===== config.mk =====
export PLATFORM = sky130hd
export DESIGN_NAME = cyc_steal_dma
export DESIGN_NICKNAME = d
export VERILOG_FILES = /design/src/rtl/csd_pkg.sv /design/src/rtl/csd_path.sv /design/src/rtl/csd_ctrl.sv /design/src/rtl/cyc_steal_dma.sv
export SDC_FILE = /design/constraint.sdc
export NUM_CORES = 1
export LEC_CHECK = 0
export BUFFER_PORTS_ARGS = -buffer_cell sky130_fd_sc_hd__buf_4
export CAP_MARGIN = 10
export CORE_MARGIN = 2
export CORE_UTILIZATION = 39
export CTS_BUF_LIST = sky130_fd_sc_hd__clkbuf_2
export DETAILED_ROUTE_END_ITERATION = 16
export PLACE_DENSITY = 0.89
export SLEW_MARGIN = 20
export SYNTH_ARGS = -nofsm -noshare
export SYNTH_HDL_FRONTEND = slang
export SYNTH_SLANG_ARGS = --single-unit

===== constraint.sdc =====
create_clock -name clk -period 1.5 [get_ports clk]
set_input_delay 0.15 -clock clk [delete_from_list [all_inputs] [get_ports clk]]
set_output_delay 0.15 -clock clk [all_outputs]
set_load 0.05 [all_outputs]

===== src/rtl/csd_pkg.sv =====
package csd_pkg;

  // CPU op-code phase as reported on cpuPhase
  typedef enum logic [1:0] {
    PH_FETCH  = 2'd0,
    PH_OPER   = 2'd1,
    PH_WRBACK = 2'd2,
    PH_EXEC   = 2'd3
  } phase_e;

  // strobes from control to datapath
  typedef struct packed {
    logic loadAddr;
    logic loadCount;
    logic step;
  } dpStrobe_t;

endpackage


===== src/rtl/csd_path.sv =====
module csd_path
  import csd_pkg::*;
#(
  parameter int ADDR_W  = 16,
  parameter int COUNT_W = 8
) (
  input  logic               clk,
  input  logic               rstN,
  input  dpStrobe_t          strobe,
  input  logic [ADDR_W-1:0]  setAddrVal,
  input  logic [COUNT_W-1:0] setCountVal,
  output logic [ADDR_W-1:0]  curAddr,
  output logic               countZero,
  output logic               countLast
);

  localparam logic [ADDR_W-1:0]  AddrOne  = ADDR_W'(1);
  localparam logic [COUNT_W-1:0] CountOne = COUNT_W'(1);

  logic [COUNT_W-1:0] wordsLeft;

  always_ff @(posedge clk) begin
    if (!rstN) begin
      curAddr <= '0;
    end else if (strobe.loadAddr) begin
      curAddr <= setAddrVal;
    end else if (strobe.step) begin
      curAddr <= curAddr + AddrOne;
    end
  end

  always_ff @(posedge clk) begin
    if (!rstN) begin
      wordsLeft <= '0;
    end else if (strobe.loadCount) begin
      wordsLeft <= setCountVal;
    end else if (strobe.step) begin
      wordsLeft <= wordsLeft - CountOne;
    end
  end

  assign countZero = (wordsLeft == '0);
  assign countLast = (wordsLeft == CountOne);


  addr_step_chk: assert property (@(posedge clk) disable iff (!rstN)
    strobe.step |=> curAddr == $past(curAddr) + AddrOne);


  count_step_chk: assert property (@(posedge clk) disable iff (!rstN)
    strobe.step |=> wordsLeft == $past(wordsLeft) - CountOne);


  no_underflow_chk: assert property (@(posedge clk) disable iff (!rstN)
    strobe.step |-> !countZero);


  setup_locked_chk: assert property (@(posedge clk) disable iff (!rstN)
    (strobe.loadAddr || strobe.loadCount) |-> !strobe.step);

endmodule


===== src/rtl/csd_ctrl.sv =====
module csd_ctrl
  import csd_pkg::*;
(
  input  logic       clk,
  input  logic       rstN,
  input  logic [1:0] cpuPhase,
  input  logic       ioReq,
  input  logic       setAddrEn,
  input  logic       setCountEn,
  input  logic       startReq,
  input  logic       irqAck,
  input  logic       countZero,
  input  logic       countLast,
  output dpStrobe_t  strobe,
  output logic       grant,
  output logic       busy,
  output logic       irq
);

  typedef enum logic {ST_IDLE, ST_RUN} state_e;

  state_e state, stateNext;
  logic   execPhase;
  logic   startOk;
  logic   lastSlot;

  assign execPhase = (phase_e'(cpuPhase) == PH_EXEC);
  assign busy      = (state == ST_RUN);
  assign grant     = busy && execPhase && ioReq;
  assign startOk   = !busy && startReq && !countZero;
  assign lastSlot  = grant && countLast;

  always_comb begin
    strobe.loadAddr  = setAddrEn  && !busy;
    strobe.loadCount = setCountEn && !busy;
    strobe.step      = grant;
  end

  always_comb begin
    stateNext = state;
    unique case (state)
      ST_IDLE: if (startOk)  stateNext = ST_RUN;
      ST_RUN:  if (lastSlot) stateNext = ST_IDLE;
      default: stateNext = ST_IDLE;
    endcase
  end

  always_ff @(posedge clk) begin
    if (!rstN) begin
      state <= ST_IDLE;
    end else begin
      state <= stateNext;
    end
  end

  always_ff @(posedge clk) begin
    if (!rstN) begin
      irq <= 1'b0;
    end else if (lastSlot) begin
      irq <= 1'b1;
    end else if (irqAck) begin
      irq <= 1'b0;
    end
  end


  no_mem_phase_grant_chk: assert property (@(posedge clk) disable iff (!rstN)
    grant |-> cpuPhase == 2'd3);


  done_irq_chk: assert property (@(posedge clk) disable iff (!rstN)
    lastSlot |=> (!busy && irq));


  irq_hold_chk: assert property (@(posedge clk) disable iff (!rstN)
    (irq && !irqAck) |=> irq);


  irq_clear_chk: assert property (@(posedge clk) disable iff (!rstN)
    (irq && irqAck && !lastSlot) |=> !irq);


  zero_start_chk: assert property (@(posedge clk) disable iff (!rstN)
    (!busy && countZero) |=> !busy);

endmodule


===== src/rtl/cyc_steal_dma.sv =====
module cyc_steal_dma
  import csd_pkg::*;
#(
  parameter int ADDR_W  = 16,
  parameter int DATA_W  = 16,
  parameter int COUNT_W = 8
) (
  input  logic               clk,
  input  logic               rstN,
  input  logic [1:0]         cpuPhase,
  input  logic [ADDR_W-1:0]  cpuAddr,
  input  logic [DATA_W-1:0]  cpuWrData,
  input  logic               cpuWrEn,
  input  logic               setAddrEn,
  input  logic [ADDR_W-1:0]  setAddrVal,
  input  logic               setCountEn,
  input  logic [COUNT_W-1:0] setCountVal,
  input  logic               startReq,
  input  logic               irqAck,
  input  logic               ioReq,
  input  logic [DATA_W-1:0]  ioData,
  output logic               ioAck,
  output logic [ADDR_W-1:0]  busAddr,
  output logic [DATA_W-1:0]  busWrData,
  output logic               busWrEn,
  output logic               dmaBusy,
  output logic               dmaIrq
);

  dpStrobe_t         strobe;
  logic              grant;
  logic              countZero;
  logic              countLast;
  logic [ADDR_W-1:0] dmaAddr;

  csd_ctrl u_ctrl (
    .clk        (clk),
    .rstN       (rstN),
    .cpuPhase   (cpuPhase),
    .ioReq      (ioReq),
    .setAddrEn  (setAddrEn),
    .setCountEn (setCountEn),
    .startReq   (startReq),
    .irqAck     (irqAck),
    .countZero  (countZero),
    .countLast  (countLast),
    .strobe     (strobe),
    .grant      (grant),
    .busy       (dmaBusy),
    .irq        (dmaIrq)
  );

  csd_path #(
    .ADDR_W  (ADDR_W),
    .COUNT_W (COUNT_W)
  ) u_path (
    .clk         (clk),
    .rstN        (rstN),
    .strobe      (strobe),
    .setAddrVal  (setAddrVal),
    .setCountVal (setCountVal),
    .curAddr     (dmaAddr),
    .countZero   (countZero),
    .countLast   (countLast)
  );

  // single owner of the bus: DMA in a granted slot, CPU otherwise
  assign ioAck     = grant;
  assign busAddr   = grant ? dmaAddr : cpuAddr;
  assign busWrData = grant ? ioData  : cpuWrData;
  assign busWrEn   = grant ? 1'b1    : cpuWrEn;


  cpu_owns_mem_phase_chk: assert property (@(posedge clk) disable iff (!rstN)
    (cpuPhase != 2'd3) |-> (busAddr == cpuAddr && busWrEn == cpuWrEn && !ioAck));


  idle_slot_chk: assert property (@(posedge clk) disable iff (!rstN)
    (dmaBusy && !ioReq) |=> $stable(dmaAddr));

endmodule


Word-level counts from Yosys, hierarchy flattened
Index checks and enable logic that the tools add are counted.

Add/sub/neg operators: 2. Equality and inequality tests: 2. Multiply operators: 0. Divide/modulo/power cells: 0. Shift operators: 0. $lt $le $gt $ge: 0. Reductions and logical operators: 13. Multiplexer cells: 12. Bitwise operators: 1.

Operator list (number): 2-to-1 mux 16 bit (4); adder 16 x 1 -> 16 bit, second input constant (1); 2-to-1 mux 8 bit (2); == test 8 x 1 -> 1 bit, second input constant (1); logical NOT 8 bit (1); subtractor 8 x 1 -> 8 bit, second input constant (1); logical AND 1 bit (7); nonzero test 2 bit (3); 2-to-1 mux 1 bit (5); == test 2 bit, second input constant (1); logical NOT 1 bit (2); case mux 1 bit (2 select lines) (1); NOT 1 bit (1).

Bits in latches: 0. Memories kept: 0. Register bits: 26. Output and inout bits: 36. RAM bits: 0. Input port bits: 82. ROM bits: 0.

Depth between registers and ports, before layout
Depth after elaboration: 6. Mapped depth: 7.

Modules after synthesis
Synthesis repeated with hierarchy kept, for this count alone.

Cells, all modules: 206. Area, all modules: 1954.4 sq um.

By module, submodules not included: csd_path (instances 1, area each 1295.0 sq um, cells an instance 156, seq. area each 480.5 sq um); cyc_steal_dma (instances 1, area each 546.8 sq um, cells an instance 37, seq. area each 0.0 sq um); csd_ctrl (instances 1, area each 112.6 sq um, cells an instance 13, seq. area each 40.0 sq um).

Least setup slack after synthesis
No wires, ideal clock.

Path kind: register to output. Start point: reg u_ctrl.state (netlist: u_ctrl.busy). End point: out busWrData[10]. Arrival: 2215 ps. Path buffers: 3. Stages on the path, launching flop included: 8. Slack: -865 ps. Path through: dfxtp_1 -> nand4_2 -> inv_2 -> buf_2 -> buf_2 -> buf_2 -> nand2_1 -> nand2_1.

Cells in the longest elaborated chain, start to end: 3.

RTL lines: from (decl) (line csd_ctrl.sv:22) `state_e state, stateNext;`; from (signal assigned) (line csd_ctrl.sv:52) `state <= stateNext;`; logical AND 1 bit (2 in a row) (line csd_ctrl.sv:29) `assign grant = busy && execPhase && ioReq;`; via ioAck (line cyc_steal_dma.sv:22) `output logic ioAck,`; 2-to-1 mux 16 bit (line cyc_steal_dma.sv:70) `assign busWrData = grant ? ioData : cpuWrData;`; to (decl) (line cyc_steal_dma.sv:24) `output logic [DATA_W-1:0] busWrData,`.

The timed path passes the listed nets, and every way through them passes these cells.

Final worst setup path
Start point: reg u_ctrl.state (netlist: u_ctrl.busy). End point: out busWrData[1].

Cells in the longest elaborated chain, start to end: 3.

RTL lines (line): logical AND 1 bit (2 in a row) (csd_ctrl.sv:29); 2-to-1 mux 16 bit (cyc_steal_dma.sv:70).

No other way between the ends.

==> impl_metrics.toml <==
[timing]
fin_ws_ns = -0.282
tightestPinTransition_ns = 0.526
period_share = 1.19
slew_headroom = 0.649
clock.fmax_mhz = 561
worst_clock_skew_ns = 0.0244
hold_violations = 0
setup-violations-final = 51
grt_setup_unrepaired = "true"
fin_crit_ns = 1.78
final_max_slew_viol_count = 0

[cells_and_area]
antennaDiodeCount = 0
layout.nets = 515
fillers = 104
drive_gt1_frac = 0.682
area_growth_pct = 135

[floorplanning]
start_util = 0.407
die_w_um = 71.6
die_area_um2 = 5130
die_h_um = 71.6
io_pins = 118
core.rowCount = 24
core_area_um2 = 4380

[logic_synthesis]
yosysTopAreaCellShare = 0.292
postSynthCellCount = 272
synth_area_per_cell_um2 = 6.56
synth_top_family_by_area = "simple AND/OR/NAND/NOR gates"
synth_cell_types = 40
yosys.area_share.adder = 0.0281
synth_area_leaders = "dfxtp_1 (29%), nand2_1 (21%), a21oi_1 (3.1%)"
synth_edf_count = 0
synth_seq_cells = 26
synth_warnings = 0
ys_seq_area_frac = 0.292
yosys.area_share.simple = 0.395
syn_area_um2 = 1780
synth_ff_type = "dfxtp_1"
synth.largest_area_cell = "dfxtp_1"
async_flop_share = 0
postSynthNetCount = 358
synth-compound-area-share = 0.192
synth.area.mux_share = 0.00561
synthXorXnorAreaFrac = 0.0344

[detailed_routing]
drt_iter0_drc = 362
wl_um = 12700
vias = 3223
drc = 0
antenna_left = 0
wl_per_cell_um = 26.5
via_per_inst = 6.71
first_pass_iters = 6

[placed_design]
place.gp.congestion = 0.806
hpwlAfterDp_um = 4880
numPortBuffers = 117
dp_slack_ns = -0.114

[cts]
tritoncts = "done"
h-tree-depth = 1
clkTransAtPathRegs_ns = 0.29
numCtsBuffers = 3
clock_latency_ns = 0.39
clockBufferDepth = 2
root_buffer = "clkbuf_2"
clock-sinks = 26

[power]
sw_frac_of_total = 0.431
peakVddDrop_v = 0.000565
combPwrFrac = 0.542
intPower_mw = 1.42
p_seq_frac = 0.335
clkPwrFrac = 0.123
leakagePower_nw = 1.90
powerDensity_nw_per_um2 = 594
switching_power_mw = 1.07
power.total_mw = 2.49

[global_route]
grt-ovfl-total = 0
grt.total_usage = 0.356
grt_pass1_vias = 2984
grt_max_degree = 16
grt_pass1_wl_um = 14300
antenna_found_initial = 0

[setup_path]
worstPathCellList = "nand4_4 > buf_12 > clkbuf_16 > nand2_1 > nand2_4 > buf_6"
crit_type = "flip-flop to output port"
crit_arrival_ns = 1.63
start_kind = "flip-flop"
cpMaxStageDelayCell = "dfxtp_4"
cp-end-kind = "output port"
cp.required_ns = 1.35
max_stage_delay_ns = 0.42
path_max_fanout = 6

[worst_hold_path]
holdCritPathClass = "input port to flip-flop"

[status]
violations = "negative setup slack"
status = "finished with violations"

[job]
maxCapViolCount = 0
[routing by layer]
layer  global-route usage  share of wire  up-vias
li1                     -              -     1254
met2                0.624           0.46      381
met3               0.0605           0.12      118
met5                    0              0        -
met1                0.397           0.34     1470
met4                0.222          0.078        0
[timing repair]
action | 4_1_cts | 5_1_grt
hold endpoints to repair | 0 | 0
pin swaps | 14 | 38
resized for setup | 129 | 72
setup endpoints to repair | 44 | 55
buffers inserted | 14 | 6
gates cloned | 3 | 3
hold buffers | 0 | 0
[power groups by stage]
stage | logic, mW | registers [mW] | clock network (mW)
global placement | 0.925 | 0.809 | 0
CTS | 1.11 | 0.805 | 0.279
global route | 1.39 | 0.839 | 0.322
finish | 1.35 | 0.835 | 0.306
detailed placement | 0.942 | 0.814 | 0
floorplan | 0.539 | 0.829 | 0
[cells by family (layout without fill, tap and decap cells)]
family / count (synthesis) / count (layout)
DFF: 26 / 26
adders and majority gates: 4 / 4
AOI/OAI and AO/OA: 53 / 53
xor gates and xnor gates: 7 / 7
muxes: 1 / 1
buffers and inverters: 23 / 179
and+or+nand+nor: 158 / 158
[through the flow]
| stage | cell area (µm²) | cells | util | hold WS [ns] | setup TNS, ns |
|---|---|---|---|---|---|
| 5_1_grt | 4200 | 480 | 0.957 | 0.00800 | -12.65 |
| 2_1_floorplan | 2050 | 272 | - | 0.288 | -0.297 |
| 4_1_cts | 3810 | 473 | 0.869 | 0.0255 | -6.40 |
| 3_3_place_gp | 3120 | 452 | 0.711 | 0.401 | -0.0149 |
| 6_report | 4200 | 480 | 0.957 | 0.0129 | -9.25 |
| 3_5_place_dp | 3120 | 452 | 0.711 | 0.410 | -0.409 |
[state kept, by name, summed over array words and instances (netlist names)]
signal            count
u_ctrl.irq            1
u_ctrl.busy           1
u_path.wordsLeft      8
u_path.curAddr       16
[worst max-delay path: cells and delay by family, from the launching register on]
family	cells	cell delay [ns]
AND/OR/NAND/NOR	3	0.33
buffers and inverters	3	0.50
flip-flops	1	0.42
[cell type report]
class / count / area, µm² / share of cell area
Sequential cell: 26 / 532 / 0.127
Inverter: 5 / 23.8 / 0.00567
Multi-Input combinational cell: 223 / 1860 / 0.443
Timing Repair Buffer: 170 / 1700 / 0.404
Tap cell: 52 / 65.1 / 0.0155
Clock buffer: 4 / 20.0 / 0.00477
[path summary, 6_finish.rpt]
check	end	depth (start not counted)	slack [ns]	from
worst max register to register	u_path.wordsLeft[7]	8	-0.26	u_ctrl.busy
worst max-delay path	busWrData[1]	6	-0.28	u_ctrl.busy
worst min register to register	u_ctrl.irq	2	0.53	u_ctrl.irq
worst min-delay path	u_path.curAddr[14]	3	0.01	setAddrVal[14]
[synth_stat cells, types with 2 or more instances]
| cell | number |
|---|---|
| nand2_1 | 102 |
| dfxtp_1 | 26 |
| nor2_1 | 14 |
| a21oi_1 | 11 |
| clkbuf_1 | 10 |
| nand3_1 | 10 |
| o21ai_0 | 9 |
| buf_2 | 7 |
| nand4_1 | 7 |
| a31oi_1 | 6 |
| xor2_1 | 6 |
| a211oi_1 | 5 |
| a22oi_1 | 4 |
| and4_1 | 4 |
| ha_1 | 4 |
| inv_1 | 4 |
| nand2b_1 | 4 |
| or3_1 | 4 |
| or4_1 | 4 |
| o211ai_1 | 3 |
| o21ai_1 | 3 |
| o31ai_1 | 3 |
| a221oi_1 | 2 |
| and2_1 | 2 |
| nor2b_1 | 2 |
| nor3_1 | 2 |
[layout by cell type, fill, tap and decap left out, drive strengths merged]
cell,instances
buf,167
nand2,102
dfxtp,26
nor2,14
o21ai,12
a21oi,11
nand3,10
nand4,8
clkbuf,7
xor2,6
a31oi,6
inv,5
a211oi,5
or4,4
or3,4
nand2b,4
and4,4
ha,4
a22oi,4
o211ai,3
o31ai,3
nor3,2
nor2b,2
a221oi,2
and2,2
a21o,1
a21boi,1
o211a,1
o221ai,1
xnor2,1
nor4,1
mux2i,1
a2bb2oi,1
o21a,1
and3,1
o311ai,1
Note: power is estimated with default switching activity, not from simulation.
